`config.mk`:
```
export PLATFORM = sky130hd
export DESIGN_NAME = lsu_align
export DESIGN_NICKNAME = d
export VERILOG_FILES = /design/src/rtl/lsu_align.sv
export SDC_FILE = /design/constraint.sdc
export NUM_CORES = 2
export LEC_CHECK = 0
export BUFFER_PORTS_ARGS = -buffer_cell sky130_fd_sc_hd__buf_4
export CAP_MARGIN = 30
export CORE_AREA = 3 3 315 317
export CTS_BUF_LIST = sky130_fd_sc_hd__clkbuf_16
export CTS_CLUSTER_SIZE = 12
export DETAILED_ROUTE_END_ITERATION = 12
export DIE_AREA = 0 0 318 320
export REMOVE_ABC_BUFFERS = 1
export SYNTH_ARGS = -nofsm -noshare
export SYNTH_HDL_FRONTEND = slang
export SYNTH_SLANG_ARGS = --single-unit
```
`constraint.sdc`:
```
create_clock -name clk -period 9.85 [get_ports clk]
set_clock_uncertainty 0.2 [all_clocks]
set_input_delay 0.985 -clock clk [delete_from_list [all_inputs] [get_ports clk]]
set_output_delay 0.985 -clock clk [all_outputs]
set_load 0.01 [all_outputs]
```
`src/rtl/lsu_align.sv`:
```
module lsu_align #(
  parameter int AW = 32
) (
  input  logic          clk,
  input  logic          rst_n,
  input  logic          big_endian,
  input  logic          fault_en,
  input  logic          req_valid,
  output logic          req_ready,
  input  logic          req_write,
  input  logic [2:0]    req_size,
  input  logic [AW-1:0] req_addr,
  input  logic [127:0]  req_wdata,
  output logic          mem_en,
  output logic          mem_we,
  output logic [AW-3:0] mem_addr,
  output logic [3:0]    mem_be,
  output logic [31:0]   mem_wdata,
  input  logic [31:0]   mem_rdata,
  output logic          rsp_valid,
  output logic [127:0]  rsp_rdata,
  output logic          fault
);
  localparam int WINW = 160;

  typedef enum logic [1:0] {S_IDLE, S_ISSUE, S_CAPT, S_RESP} st_t;

  function automatic logic [127:0] keep_bytes(input logic [127:0] v, input logic [4:0] n);
    logic [127:0] r;
    for (int i = 0; i < 16; i++)
      r[8*i +: 8] = (i < int'(n)) ? v[8*i +: 8] : 8'h00;
    return r;
  endfunction

  function automatic logic [127:0] swap_bytes(input logic [127:0] v, input logic [4:0] n);
    logic [127:0] r;
    int j;
    for (int i = 0; i < 16; i++) begin
      j = int'(n) - 1 - i;
      r[8*i +: 8] = (i < int'(n)) ? v[8*j +: 8] : 8'h00;
    end
    return r;
  endfunction

  st_t            st;
  logic [2:0]     cnt, nw_q, rd_idx;
  logic [AW-3:0]  waddr;
  logic           wr_q, be_mode_q, rd_pend, fault_q;
  logic [WINW-1:0] win;
  logic [19:0]    be_q;
  logic [1:0]     off_q;
  logic [4:0]     nb_q;

  logic [4:0]     nb;
  logic [3:0]     amask;
  logic [15:0]    imask;
  logic [127:0]   st_img, ld_m;
  logic [4:0]     span;

  always_comb begin
    case (req_size)
      3'd0:    begin nb = 5'd1;  amask = 4'h0; end
      3'd1:    begin nb = 5'd2;  amask = 4'h1; end
      3'd2:    begin nb = 5'd4;  amask = 4'h3; end
      3'd3:    begin nb = 5'd8;  amask = 4'h7; end
      3'd4:    begin nb = 5'd12; amask = 4'hF; end
      default: begin nb = 5'd16; amask = 4'hF; end
    endcase
  end

  wire accept     = req_valid && req_ready;
  wire misaligned = |(req_addr[3:0] & amask);
  wire fault_take = accept && fault_en && misaligned;

  assign imask  = (nb == 5'd16) ? 16'hFFFF : ((16'h1 << nb) - 16'h1);
  assign st_img = big_endian ? swap_bytes(req_wdata, nb) : keep_bytes(req_wdata, nb);
  assign span   = {3'b000, req_addr[1:0]} + nb + 5'd3;

  always_ff @(posedge clk or negedge rst_n) begin
    if (!rst_n) begin
      st        <= S_IDLE;
      cnt       <= '0;
      nw_q      <= '0;
      waddr     <= '0;
      wr_q      <= 1'b0;
      be_mode_q <= 1'b0;
      win       <= '0;
      be_q      <= '0;
      off_q     <= '0;
      nb_q      <= '0;
      rd_pend   <= 1'b0;
      rd_idx    <= '0;
      fault_q   <= 1'b0;
    end else begin
      fault_q <= fault_take;
      rd_pend <= mem_en && !wr_q;
      rd_idx  <= cnt;
      case (st)
        S_IDLE: if (accept && !fault_take) begin
          st        <= S_ISSUE;
          cnt       <= '0;
          nw_q      <= span[4:2];
          waddr     <= req_addr[AW-1:2];
          wr_q      <= req_write;
          be_mode_q <= big_endian;
          win       <= req_write ? ({32'b0, st_img} << {req_addr[1:0], 3'b000}) : '0;
          be_q      <= {4'b0, imask} << req_addr[1:0];
          off_q     <= req_addr[1:0];
          nb_q      <= nb;
        end
        S_ISSUE: begin
          cnt <= cnt + 3'd1;
          if (cnt == nw_q - 3'd1) st <= wr_q ? S_IDLE : S_CAPT;
        end
        S_CAPT:  st <= S_RESP;
        default: st <= S_IDLE;
      endcase
      if (rd_pend) win[32*rd_idx +: 32] <= mem_rdata;
    end
  end

  assign req_ready = (st == S_IDLE);
  assign mem_en    = (st == S_ISSUE);
  assign mem_we    = mem_en && wr_q;
  assign mem_addr  = waddr + {{(AW-5){1'b0}}, cnt};
  assign mem_be    = mem_en ? be_q[4*cnt +: 4] : 4'h0;
  assign mem_wdata = win[32*cnt +: 32];

  assign ld_m      = 128'(win >> {off_q, 3'b000});
  assign rsp_valid = (st == S_RESP);
  assign rsp_rdata = be_mode_q ? swap_bytes(ld_m, nb_q) : keep_bytes(ld_m, nb_q);
  assign fault     = fault_q;
endmodule

```
# After elaboration in Yosys (flattened, before gate mapping)
# Index checks and enable logic that the tools add are counted.
# word_totals
elab_cells,232
in_bits,201
regBits,232
output_inout_bits,199
# op_classes
reduce_logical,15
shifts,40
mux,81
bitwise,1
n_eq_ne,11
n_addsub,39
n_lt_le_gt_ge,32
# op_table
op,n
$shiftx 128x32->8,28
$mux 160,4
$mux 8,64
$mux 128,2
$shiftx 128x10->8,2
$shiftx 128x9->8,2
$bwmux 160,1
$shift 32x34->160 const A,1
$shiftx 160x9->32,1
$shiftx 32x34->160,1
$shl 128x5->160,1
$shr 160x5->128,1
$sub 6x5->7 const B,16
$lt 4x5->1 const A,16
$sub 6x4->7 const B,8
$lt 3x5->1 const A,8
$neg 8->34,1
$add 30x3->30,1
$sub 6x3->7 const B,4
$pmux 5 s5,1
$lt 1x5->1 const A,4
$lt 2x5->1 const A,4
$shiftx 20x6->4,1
$shl 16x2->20,1
31 further kinds,46

# Logic depth before layout (Yosys ltp)
# logic_depth
word_depth,13
depth_mapped,26
ltp_nobuf,16

# Worst setup path before layout
# Ideal clock, no wire load.
# synth_path
kind,input to register
start,in req_size[0]
end,reg win[50]
t_arrival_ns,6.107
setup_time_ns,0.132
stages,21
path_buffers,11
path_slack_ns,3.411
cell_sequence,buf_2 > buf_4 > buf_2 > buf_2 > buf_2 > buf_1 > nand2_1 > ha_1 > clkinv_1 > buf_1 > buf_1 > ha_1 > buf_2 > buf_2 > buf_1 > mux4_2 > a22oi_1 > a31oi_1 > a221o_1 > a221oi_1 > a21oi_1
# synth_between
elab_chain_cells,13
elab_cells_between_ends,99
# synth_rtl
element,line_no,source
from (decl),11,"input logic [2:0] req_size,"
"$eq 3x3->1, or another cell as far along",61,case (req_size)
$pmux 5 s5,61,
$sub 5x1->6,39,j = int'(n) - 1 - i;
"$sub 6x2->7, or another cell as far along",39,
$shiftx 128x32->8 or $shiftx 128x10->8 (tied branches),40,r[8*i +: 8] = (i < int'(n)) ? v[8*j +: 8] : 8'h00;
$mux 8,40,
$mux 128,76,"assign st_img = big_endian ? swap_bytes(req_wdata, nb) : keep_bytes(req_wdata, nb);"
$shl 128x5->160,106,"win <= req_write ? ({32'b0, st_img} << {req_addr[1:0], 3'b000}) : '0;"
$mux 160,106,
$mux 160 (*),99,S_IDLE: if (accept && !fault_take) begin
$mux 160 (*),98,case (st)
$bwmux 160,118,if (rd_pend) win[32*rd_idx +: 32] <= mem_rdata;
$mux 160 (*),118,
to (signal assigned),106,
"to (signal, indexed assignment)",118,
to (decl),49,logic [WINW-1:0] win;
# Every way passes the cells marked *; elsewhere a longest branch is shown, timed or not.
# A chain may end at the register's enable or synchronous reset.

# Worst setup path in the final report
# layout_path
start,reg nb_q[0]
end,out rsp_rdata[76]
# layout_between
elab_chain_cells,5
elab_cells_between_ends,7
# layout_rtl
element,line_no,source
from (decl),52,logic [4:0] nb_q;
from (signal assigned),109,nb_q <= nb;
$sub 5x1->6,39,
$sub 6x5->7,39,
$shiftx 128x32->8,40,
$mux 8,40,
$mux 128 (*),131,"assign rsp_rdata = be_mode_q ? swap_bytes(ld_m, nb_q) : keep_bytes(ld_m, nb_q);"
to (decl),21,"output logic [127:0] rsp_rdata,"
# Marks and branches as above.

==> results.toml <==
[status]
status = "completed"

[yosys]
syn_area_um2 = 38500
avgSynthCellArea_um2 = 7.94
synthArstFlopShare_pct = 100
synth_cell_types = 98
synth_top_area_share_pct = 16.4
synth_top_cell_by_area = "mux4_2"
synth-edff-count = 0
ys.flop_type = "dfrtp_1"
synth_area_leaders = "mux4_2, dfrtp_1, mux2i_1, nand2_1, a21oi_1"
synthCells = 4855
ys_warn_count = 2
ys_seq_elements = 231
ys_seq_area_share_pct = 15.0

[drt]
wl_per_cell_um = 33.8
drt_wl_total_mm = 211
postRouteAntennaNets = 0
drc_errors = 0
drt_pre_antenna_iters = 8
vias = 44406
viasPerCell = 7.10
drt_iter0_drc = 7302

[power]
p_per_area_nw_per_um2 = 381
p_leak_nw = 18.0
p_total_mw = 16.5
ir_worst_vdd_uv = 315

[global_routing]
grt_max_degree = 194
grt_pass1_vias = 40210
grt_pass1_wl_mm = 299
groute.usage.overall_pct = 39.2
antenna_found_initial = 3
overflow = 0

[setup_path]
cp_slowest_cell = "a21oi_2"
reg2reg_slack_ns = 5.21
critPathBufInv = 4
cp.arrival_ns = 5.99
required_ns = 8.67
critPathMaxFanout = 60
max_stage_delay_ns = 0.83
crit_path_start_kind = "flop"
critPathTopFamily = "compound AO/OA/AOI/OAI gates"
cp-end-kind = "primary output"
path_cells = "inv_4 > ha_4 > xor2_4 > inv_2 > ha_1 > inv_1 > o21ai_0 > nand2_1 > xnor2_1 > or3_1 > a21oi_2 > o211ai_1 > a21oi_1 > buf_4"
crit_type = "reg -> out"

[timing]
finalCritPeriodShare_pct = 72.8
final-setup-viol-count = 0
rsz0062_at_grt = "false"
maxSlewViolCount = 0
tightest_slew_ns = 1.14
relSlewSlack_pct = 24.1
timing.fmax_ghz = 0.139
setup_tns_ns = 0
hold_viol = 0
fin_crit_ns = 7.17

[clock_network]
tritoncts = "done"
clockRootBuffer = "clkbuf_16"
clkSinkCount = 231
cts_setup_buffers = 0
post_cts_resize_count = 0
hold_buffers = 0
clockBufferDepth = 3
clkTransAtPathRegs_ns = 0.07
worstSkewPairLatency_ns = 0.55
cts_buffers = 25
htreeDepth = 1

[die]
dieArea_um2 = 102000
die_x_um = 318
io_pins = 400
core_area_um2 = 96600
die_h_um = 320
rows = 114
initial_core_util_pct = 39.9

[placed_design]
io_buffers = 399
placedCellCount = 6209
place_congestion = 1.04
hpwlAfterDp_mm = 159

[cells_and_area]
fin_cells = 6255
finalNetCount = 5206
layout_commonest_cell = "nand2_1"
final_util_pct = 44.8
area_delta_synth_final_pct = 12.3
final_cell_mix = "nand2_1, buf_4, mux2i_1, a21oi_1, nor2_1"
drive_gt1_share_pct = 22.0

[flow_run]
drv_cap = 0

[min_path]
hold_path.class = "in -> async"
sequential cells by signal, indices dropped and copies added (netlist names), 2 cells and up:
| signal | cells |
|---|---|
| win | 160 |
| waddr | 30 |
| be_q | 19 |
| nb_q | 5 |
| cnt | 3 |
| nw_q | 3 |
| rd_idx | 3 |
| off_q | 2 |
| st | 2 |
cell type report:
cell class / instances / area (µm²)
timing repair buffer: 539 / 4110
fill: 9755 / 53300
antenna: 2 / 5.00
multi-input combinational: 4069 / 30700
tap: 1276 / 1600
sequential: 231 / 5800
clock buffer: 25 / 626
clock inverter: 18 / 82.6
inverter: 95 / 367
cell usage after synthesis, types with 62 or more instances:
cell	n
nand2_1	790
mux2i_1	474
a21oi_1	429
nor2_1	397
o21ai_0	286
clkbuf_1	285
mux4_2	281
dfrtp_1	231
mux2_2	134
buf_2	93
o211ai_1	91
inv_1	80
o22ai_1	80
nand3_1	64
a221oi_1	62
final timing paths:
check / start / endpoint / cells after the start
max: nb_q[0]$_DFFE_PN0P_ / rsp_rdata[76] / 14
max in group asynchronous: rst_n / off_q[1]$_DFFE_PN0P_ / 2
min reg2reg: be_q[10]$_DFFE_PN0P_ / be_q[10]$_DFFE_PN0P_ / 2
min: rst_n / waddr[29]$_DFFE_PN0P_ / 1
max reg2reg: rd_idx[0]$_DFF_PN0_ / win[150]$_DFF_PN0_ / 9
min in group clk: be_q[10]$_DFFE_PN0P_ / be_q[10]$_DFFE_PN0P_ / 2
through the flow:
| step | instance area, µm² | hold slack [ns] | setup slack, ns |
|---|---|---|---|
| 2_1_floorplan | 36600 | 0.229 | -3.20 |
| 6_report | 43300 | 0.237 | 2.68 |
| 3_3_place_gp | 42500 | 0.248 | 2.98 |
| 5_1_grt | 43300 | 0.302 | 2.56 |
| 4_1_cts | 43300 | 0.271 | 2.88 |
| 3_5_place_dp | 42600 | 0.257 | 2.90 |
metal layers:
layer,GRT usage (%),share of wire (%),vias up
met1,54.8,40,21566
met4,21.2,6.8,6
met5,0,0.017,-
met3,8.00,12,654
li1,-,-,18521
met2,56.7,41,3659
kinds of logic (layout without fill, tap and decap cells):
group	Yosys count	in the layout	share of synthesized area, %
XOR/XNOR	76	76	1.84
adder cells (fa/ha/maj)	45	45	1.49
multiplexers	889	889	32.7
buffers and inverters	555	677	5.96
AO/OA/AOI/OAI	1464	1464	25.0
other	0	2	0
flip-flops	231	231	15.0
AND/OR/NAND/NOR	1595	1595	18.1
power breakdown:
group	switching (mW)	total [mW]	internal (mW)
registers	0.708	2.04	1.33
logic	8.23	13.6	5.34
clock network	0.422	0.881	0.459
worst register-to-register path, stage by stage, from the launching register on:
cell	delay, ns
dfrtp_1	0.79
inv_1	0.22
ha_1	0.26
ha_1	0.29
nand2_1	0.10
nor4_1	0.51
nor2b_2	0.94
buf_4	0.37
or3_1	0.59
o22ai_1	0.20
No activity file was read; power rests on OpenSTA's default activity.
